$ cat src/rtl/pause_gen_pkg.sv
// Package: shared constants and register address map for the pause frame generator.
// Assumes: the quanta and register widths are fixed at 16 bits by the frame format.
package pause_gen_pkg;
    localparam int REG_W    = 16;
    localparam int ADDR_W   = 3;
    localparam int HDR_BYTES = 18;

    localparam logic [47:0] PAUSE_DST    = 48'h0180C2000001;
    localparam logic [15:0] CTRL_ETYPE   = 16'h8808;
    localparam logic [15:0] PAUSE_OPCODE = 16'h0001;

    typedef enum logic [ADDR_W-1:0] {
        A_TIMER  = 3'd0,
        A_SA_HI  = 3'd1,
        A_SA_MID = 3'd2,
        A_SA_LO  = 3'd3,
        A_CTRL   = 3'd4,
        A_STATUS = 3'd5
    } reg_addr_e;
endpackage

$ cat src/rtl/pause_regs.sv
// Module: pause_regs
// Register file of the generator: the timer value, three source-address slices,
// the control bits and the sticky done flag. It decides whether a timer write is
// accepted and raises a one-cycle start.
// Assumes: busy and frame_done come from the sequencer in the same clock domain.
module pause_regs
    import pause_gen_pkg::*;
(
    input  logic              clk,
    input  logic              rst_n,
    input  logic              wr_en,
    input  logic [ADDR_W-1:0] wr_addr,
    input  logic [REG_W-1:0]  wr_data,
    input  logic [ADDR_W-1:0] rd_addr,
    input  logic              busy,
    input  logic              frame_done,
    output logic [REG_W-1:0]  rd_data,
    output logic [REG_W-1:0]  timer_q,
    output logic [47:0]       sa_q,
    output logic              tfc_en,
    output logic              irq_en,
    output logic              done_q,
    output logic              start
);
    localparam int SA_SLICES = 3;

    logic wr_timer;
    logic wr_ctrl;
    logic wr_status;

    // Decode the write address into per-register strobes.
    always_comb begin
        wr_timer  = wr_en && (wr_addr == A_TIMER);
        wr_ctrl   = wr_en && (wr_addr == A_CTRL);
        wr_status = wr_en && (wr_addr == A_STATUS);
    end

    // A timer write is accepted only when idle and flow control is enabled.
    assign start = wr_timer && !busy && tfc_en;

    // Keep the quanta value of the last accepted write.
    always_ff @(posedge clk) begin
        if (!rst_n)     timer_q <= '0;
        else if (start) timer_q <= wr_data;
    end

    // Source-address slices, most significant slice at the lowest address.
    genvar g;
    generate
        for (g = 0; g < SA_SLICES; g++) begin : g_sa
            logic [REG_W-1:0] q;
            // Hold one 16-bit slice of the source address.
            always_ff @(posedge clk) begin
                if (!rst_n)
                    q <= '0;
                else if (wr_en && (wr_addr == ADDR_W'(int'(A_SA_HI) + g)))
                    q <= wr_data;
            end
        end
    endgenerate

    assign sa_q = {g_sa[0].q, g_sa[1].q, g_sa[2].q};

    // Control bits: bit 0 flow-control enable, bit 1 interrupt enable.
    always_ff @(posedge clk) begin
        if (!rst_n) begin
            tfc_en <= 1'b0;
            irq_en <= 1'b0;
        end else if (wr_ctrl) begin
            tfc_en <= wr_data[0];
            irq_en <= wr_data[1];
        end
    end

    // Sticky done flag; setting on frame completion wins over a W1C clear.
    always_ff @(posedge clk) begin
        if (!rst_n)                       done_q <= 1'b0;
        else if (frame_done)              done_q <= 1'b1;
        else if (wr_status && wr_data[0]) done_q <= 1'b0;
    end

    // Combinational read mux.
    always_comb begin
        rd_data = '0;
        case (rd_addr)
            A_TIMER:  rd_data = timer_q;
            A_SA_HI:  rd_data = g_sa[0].q;
            A_SA_MID: rd_data = g_sa[1].q;
            A_SA_LO:  rd_data = g_sa[2].q;
            A_CTRL:   rd_data = {{(REG_W-2){1'b0}}, irq_en, tfc_en};
            A_STATUS: rd_data = {{(REG_W-2){1'b0}}, busy, done_q};
            default:  rd_data = '0;
        endcase
    end

    // a timer write during a frame leaves the stored value alone.
    a_r6_busy_write_ignored: assert property (@(posedge clk) disable iff (!rst_n)
        (busy && wr_en && wr_addr == A_TIMER) |=> $stable(timer_q));

    // completion always leaves done set, even against a clear.
    a_r9_done_set_wins: assert property (@(posedge clk) disable iff (!rst_n)
        frame_done |=> done_q);

    // done only falls after a write of one to status bit 0.
    a_r9_done_clear_only_w1c: assert property (@(posedge clk) disable iff (!rst_n)
        $fell(done_q) |-> $past(wr_en && wr_addr == A_STATUS && wr_data[0]));
endmodule

$ cat src/rtl/pause_seq.sv
// Module: pause_seq
// Byte sequencer: walks a byte index across the frame, advancing only on a
// valid-and-ready handshake, and flags the acceptance of the final byte.
// Assumes: start is raised only while idle.
module pause_seq #(
    parameter int FRAME_LEN = 60
) (
    input  logic                         clk,
    input  logic                         rst_n,
    input  logic                         start,
    input  logic                         tready,
    output logic                         busy,
    output logic [$clog2(FRAME_LEN)-1:0] idx,
    output logic                         tlast,
    output logic                         frame_done
);
    localparam int IDX_W = $clog2(FRAME_LEN);
    localparam logic [IDX_W-1:0] LAST_IDX = IDX_W'(FRAME_LEN - 1);

    logic hs;

    // Handshake, last-byte marker and completion pulse.
    always_comb begin
        hs         = busy && tready;
        tlast      = busy && (idx == LAST_IDX);
        frame_done = hs && tlast;
    end

    // Busy flag and byte index; busy clears as the last byte is taken.
    always_ff @(posedge clk) begin
        if (!rst_n) begin
            busy <= 1'b0;
            idx  <= '0;
        end else if (start) begin
            busy <= 1'b1;
            idx  <= '0;
        end else if (hs) begin
            if (idx == LAST_IDX) begin
                busy <= 1'b0;
                idx  <= '0;
            end else begin
                idx  <= idx + 1'b1;
            end
        end
    end

    // back-pressure freezes the index and keeps the frame in flight.
    a_r5_hold_on_stall: assert property (@(posedge clk) disable iff (!rst_n)
        (busy && !tready) |=> (busy && $stable(idx)));

    // the register file never starts a frame while one is in flight.
    a_r2_start_only_idle: assert property (@(posedge clk) disable iff (!rst_n)
        start |-> !busy);

    // the index never runs past the final byte.
    a_r4_idx_in_range: assert property (@(posedge clk) disable iff (!rst_n)
        busy |-> (idx <= LAST_IDX));
endmodule

$ cat src/rtl/pause_byte_mux.sv
// Module: pause_byte_mux
// Selects the frame byte for a given index: an 18-byte header built from the
// fixed destination, source address, type, opcode and quanta, then zero padding.
// Assumes: the index is below the frame length; indices past the header give zero.
module pause_byte_mux
    import pause_gen_pkg::*;
#(
    parameter int IDX_W = 6
) (
    input  logic [IDX_W-1:0] idx,
    input  logic [47:0]      sa,
    input  logic [REG_W-1:0] quanta,
    output logic [7:0]       byte_o
);
    logic [HDR_BYTES*8-1:0] hdr;

    // Assemble the header, first byte in the top bits.
    assign hdr = {PAUSE_DST, sa, CTRL_ETYPE, PAUSE_OPCODE, quanta};

    // Pick the header byte matching the index, zero for the padding.
    always_comb begin
        byte_o = 8'h00;
        for (int i = 0; i < HDR_BYTES; i++) begin
            if (idx == IDX_W'(i))
                byte_o = hdr[(HDR_BYTES-1-i)*8 +: 8];
        end
    end
endmodule

$ cat src/rtl/pause_frame_gen.sv
// Module: pause_frame_gen (top)
// Register-triggered flow-control PAUSE frame generator. It joins the register
// file, the byte sequencer and the byte selector, and gates the interrupt.
// Assumes: FRAME_LEN covers at least the 18-byte header; FCS is added downstream.
module pause_frame_gen
    import pause_gen_pkg::*;
#(
    parameter int FRAME_LEN = 60
) (
    input  logic              clk,
    input  logic              rst_n,
    input  logic              wr_en,
    input  logic [ADDR_W-1:0] wr_addr,
    input  logic [REG_W-1:0]  wr_data,
    input  logic [ADDR_W-1:0] rd_addr,
    output logic [REG_W-1:0]  rd_data,
    output logic [7:0]        tx_tdata,
    output logic              tx_tvalid,
    input  logic              tx_tready,
    output logic              tx_tlast,
    output logic              irq
);
    localparam int IDX_W = $clog2(FRAME_LEN);

    logic             busy;
    logic             frame_done;
    logic             start;
    logic             tfc_en;
    logic             irq_en;
    logic             done_q;
    logic [REG_W-1:0] timer_q;
    logic [47:0]      sa_q;
    logic [IDX_W-1:0] idx;

    pause_regs u_regs (
        .clk        (clk),
        .rst_n      (rst_n),
        .wr_en      (wr_en),
        .wr_addr    (wr_addr),
        .wr_data    (wr_data),
        .rd_addr    (rd_addr),
        .busy       (busy),
        .frame_done (frame_done),
        .rd_data    (rd_data),
        .timer_q    (timer_q),
        .sa_q       (sa_q),
        .tfc_en     (tfc_en),
        .irq_en     (irq_en),
        .done_q     (done_q),
        .start      (start)
    );

    pause_seq #(.FRAME_LEN(FRAME_LEN)) u_seq (
        .clk        (clk),
        .rst_n      (rst_n),
        .start      (start),
        .tready     (tx_tready),
        .busy       (busy),
        .idx        (idx),
        .tlast      (tx_tlast),
        .frame_done (frame_done)
    );

    pause_byte_mux #(.IDX_W(IDX_W)) u_mux (
        .idx    (idx),
        .sa     (sa_q),
        .quanta (timer_q),
        .byte_o (tx_tdata)
    );

    // Stream valid while a frame is in flight; interrupt is done gated by enable.
    assign tx_tvalid = busy;
    assign irq       = done_q && irq_en;

    // with flow control off, an idle timer write leaves the stream idle.
    a_r7_disabled_no_frame: assert property (@(posedge clk) disable iff (!rst_n)
        (wr_en && wr_addr == A_TIMER && !tx_tvalid && !tfc_en) |=> !tx_tvalid);

    // an accepted timer write puts a frame on the stream next cycle.
    a_r2_write_starts_frame: assert property (@(posedge clk) disable iff (!rst_n)
        (wr_en && wr_addr == A_TIMER && !tx_tvalid && tfc_en) |=> tx_tvalid);

    // the stream drops valid right after the last byte is taken.
    a_r8_idle_after_last: assert property (@(posedge clk) disable iff (!rst_n)
        (tx_tvalid && tx_tready && tx_tlast) |=> !tx_tvalid);

    // a stalled byte is presented unchanged next cycle.
    a_r5_data_stable: assert property (@(posedge clk) disable iff (!rst_n)
        (tx_tvalid && !tx_tready) |=> (tx_tvalid && $stable(tx_tdata)));
endmodule

$ cat config.mk
export PLATFORM = sky130hd
export DESIGN_NAME = pause_frame_gen
export DESIGN_NICKNAME = d
export VERILOG_FILES = /design/src/rtl/pause_gen_pkg.sv /design/src/rtl/pause_regs.sv /design/src/rtl/pause_seq.sv /design/src/rtl/pause_byte_mux.sv /design/src/rtl/pause_frame_gen.sv
export SDC_FILE = /design/constraint.sdc
export NUM_CORES = 1
export LEC_CHECK = 0
export BUFFER_PORTS_ARGS = -buffer_cell sky130_fd_sc_hd__buf_2
export CORE_MARGIN = 8
export CORE_UTILIZATION = 50
export CTS_CLUSTER_DIAMETER = 60
export DETAILED_ROUTE_END_ITERATION = 8
export PLACE_DENSITY = 0.8
export RECOVER_POWER = 50
export SYNTH_ARGS = -nofsm -noshare
export SYNTH_HDL_FRONTEND = slang
export SYNTH_SLANG_ARGS = --single-unit
$ cat constraint.sdc
create_clock -name clk -period 2.5 [get_ports clk]
set_input_delay 0.375 -clock clk [delete_from_list [all_inputs] [get_ports clk]]
set_output_delay 0.375 -clock clk [all_outputs]
set_load 0.005 [all_outputs]
==> run summary <==
Clock Skew -> 0.00878 ns
Syn Nets -> 555
Finished Layout Cells -> 692
synth top area cells -> dfxtp_1, nand2_1, a21boi_0
Final Hold Vio Count -> 0
final net count -> 609
Slowest cell on crit path -> dfxtp_4
Pre-antenna DRT Iters -> 6
Core Footprint -> 0.00851 mm²
via count -> 4237
initial core utilization -> 50.5%
die area -> 0.0118 mm²
PD cells -> 455 mW/mm²
Sequential cell area -> 0.00150 mm²
Min-Delay Path Class -> primary input to flop
largest net degree at the start of global routing -> 26
top-count cell post-synth -> nand2_1
WL/cell -> 19.0 µm
worst path cell trace -> inv_6, ha_4, nor3b_4, buf_6, nand2_4, o211ai_1, and4_1, a21oi_2, buf_2
residual DRC count -> 0
final setup margin -> 0.0155 ns
CTS H-Tree Depth -> 3
placed cell area -> 0.00471 mm²
number of enable flip-flop cells after synthesis -> 0
post-place setup slack -> 0.183 ns
Peak VDD IR -> 331 µV
final setup vio count -> 0
multi-input gate area in the final layout -> 0.00268 mm²
Slew Limit Fails -> 0
Die Ht -> 109 µm
Commonest cells post-synth -> nand2_1, dfxtp_1, a21boi_0, nand3_1, clkbuf_1
number of CTS-inserted buffers -> 9
gp weighted congestion -> 1.00
Syn Inst Count -> 525
synthesized area -> 0.00430 mm²
Leakage -> 1.87 nW
r2r worst-path depth -> 7
most common flop cell mapped by yosys -> dfxtp_1
dpl hpwl -> 9.25 mm
Die W -> 109 µm
RSZ-0062 raised after global routing -> true
P&R area growth vs syn -> 17.8%
Final Cycle Share -> 99.4%
Avg Cell Area, Syn -> 8.19 µm²
CTS clk-pin slew, worst paths -> 0.09 ns
vias per inst -> 6.12
CP Max Fanout -> 6
port buffer count -> 52
global-route wire length before repair -> 21.1 mm
Max clock buf depth -> 2
routed wire length -> 13.1 mm
I/O pins -> 53
TritonCTS clock tree -> yes
Clock Tree Root -> clkbuf_8
leading area contributor after synthesis -> dfxtp_1
Max Fclk -> 403 MHz
Crit path arrival time -> 2.11 ns
layout cell share with drive strength beyond 1 -> 23.6%
synthesized flop and latch total -> 74
post-layout instance area -> 0.00506 mm²
grt ovf -> 0
clk sinks -> 74
Final ANT Viol Nets -> 0
row cnt -> 34
required time worst endpoint -> 2.12 ns
max cap viols -> 0
Tmin final -> 2.48 ns
sequential share of the synthesized area -> 34.5%
Syn. warnings -> 0
worst skew pair latency -> 0.35 ns
Slew @ Worst Pin -> 1.25 ns
WHS Path Cells -> 3
Global Route Usage Sum -> 22.6%
# fillers -> 777
Synth async-reset ratio -> 0%
initial drt markers -> 385
Hold Buf Count CTS -> 0
Post-Place Cells -> 670
# diodes -> 0
top-area cell type share of the netlist area -> 34.5%
max incr delay on CP -> 0.38 ns
CP Launch Type -> flop
vias in the first global route -> 4193
relative max-transition margin -> 16.6%
run status -> finished, final reports clean
Worst Path Class, Setup -> flop to output port
Critical Path End Type -> output port
count of cell types in the netlist -> 58
Overall Power -> 2.31 mW
initial antenna violation count -> 0
## timing repair
item                       CTS  global route
setup endpoints to repair    8             8
setup buffers                0             4
hold endpoints to repair     0             0
gates cloned                 1             1
pin swaps                    2            14
resized for setup           28            15
## cell type report
class | count | area share [%]
clock buffer | 10 | 2.52
inverter | 7 | 0.667
timing repair buffer | 83 | 10.4
multi-input combinational | 404 | 52.9
clock inverter | 6 | 1.31
tap | 108 | 2.67
sequential | 74 | 29.6
## kinds of logic (layout without fill, tap and decap cells)
group / count (synthesis) / count (layout) / synth area share, %
AND/OR/NAND/NOR: 254 / 254 / 28.5
XOR/XNOR: 5 / 5 / 1.02
AO/OA/AOI/OAI: 121 / 121 / 20.2
flip-flops: 74 / 74 / 34.5
adder cells (fa/ha/maj): 4 / 4 / 1.16
multiplexers: 20 / 20 / 9.37
buffers and inverters: 47 / 106 / 5.24
## worst paths after layout
| path | start | to | slack (ns) |
|---|---|---|---|
| setup / recovery | u_seq.idx[0]$_SDFFE_PP0P_ | tx_tdata[0] | 0.02 |
| hold / removal | wr_data[7] | u_regs.g_sa[2].q[7]$_SDFFE_PN0P_ | 0.29 |
| setup reg to reg | u_seq.idx[0]$_SDFFE_PP0P_ | u_seq.idx[5]$_SDFFE_PP0P_ | 0.62 |
| hold reg to reg | u_regs.timer_q[5]$_SDFFE_PN0P_ | u_regs.timer_q[5]$_SDFFE_PN0P_ | 0.48 |
## worst max-delay path: cells and delay by family (launching register included)
family / cells / cell delay, ns
and+or+nand+nor: 3 / 0.54
DFF: 1 / 0.38
buffers and inverters: 3 / 0.38
AOI/OAI and AO/OA: 2 / 0.28
adders and majority gates: 1 / 0.16
## where the power goes
group          switching (mW)  total (mW)  internal (mW)
clock network           0.471       0.935          0.463
logic                  0.0929       0.164         0.0710
registers              0.0163        1.21           1.19
total                   0.581        2.31           1.72
## flip-flops by register name (all words and copies together) (netlist names)
| signal | cells |
|---|---|
| u_regs.tfc_en | 1 |
| u_seq.busy | 1 |
| u_regs.irq_en | 1 |
| u_regs.g_sa.q | 48 |
| u_regs.timer_q | 16 |
| u_seq.idx | 6 |
| u_regs.done_q | 1 |
## metrics by stage
stage	util, %	TNS [ns]	hold slack, ns
2_1_floorplan	-	0	0.440
3_3_place_gp	55.3	0	0.458
3_5_place_dp	55.3	0	0.461
4_1_cts	58.5	-0.00363	0.281
5_1_grt	59.5	-0.166	0.300
6_report	59.5	0	0.293
## layout by cell type, fill, tap and decap left out, types with 9 or more instances in the layout
| cell | netlist | routed |
|---|---|---|
| nand2_1 | 151 | 150 |
| dfxtp_1 | 74 | 68 |
| a21boi_0 | 55 | 56 |
| buf_2 | 9 | 50 |
| nand3_1 | 26 | 25 |
| buf_4 | 2 | 24 |
| nor2b_1 | 18 | 18 |
| mux4_2 | 16 | 16 |
| nor2_1 | 16 | 16 |
| a21boi_1 | 12 | 11 |
| clkbuf_8 | 0 | 9 |
## routing by layer
metal  share of wire (%)  wire (µm)  vias up  global-route usage [%]
met5                   0          0        -                       0
met4                 3.9        515        0                    10.9
met3                 7.6       1000       53                    4.08
met2                  48       6260      227                    37.2
met1                  41       5380     2011                    28.1
li1                    -          -     1946                       -
(Power assumes the default switching activity.)
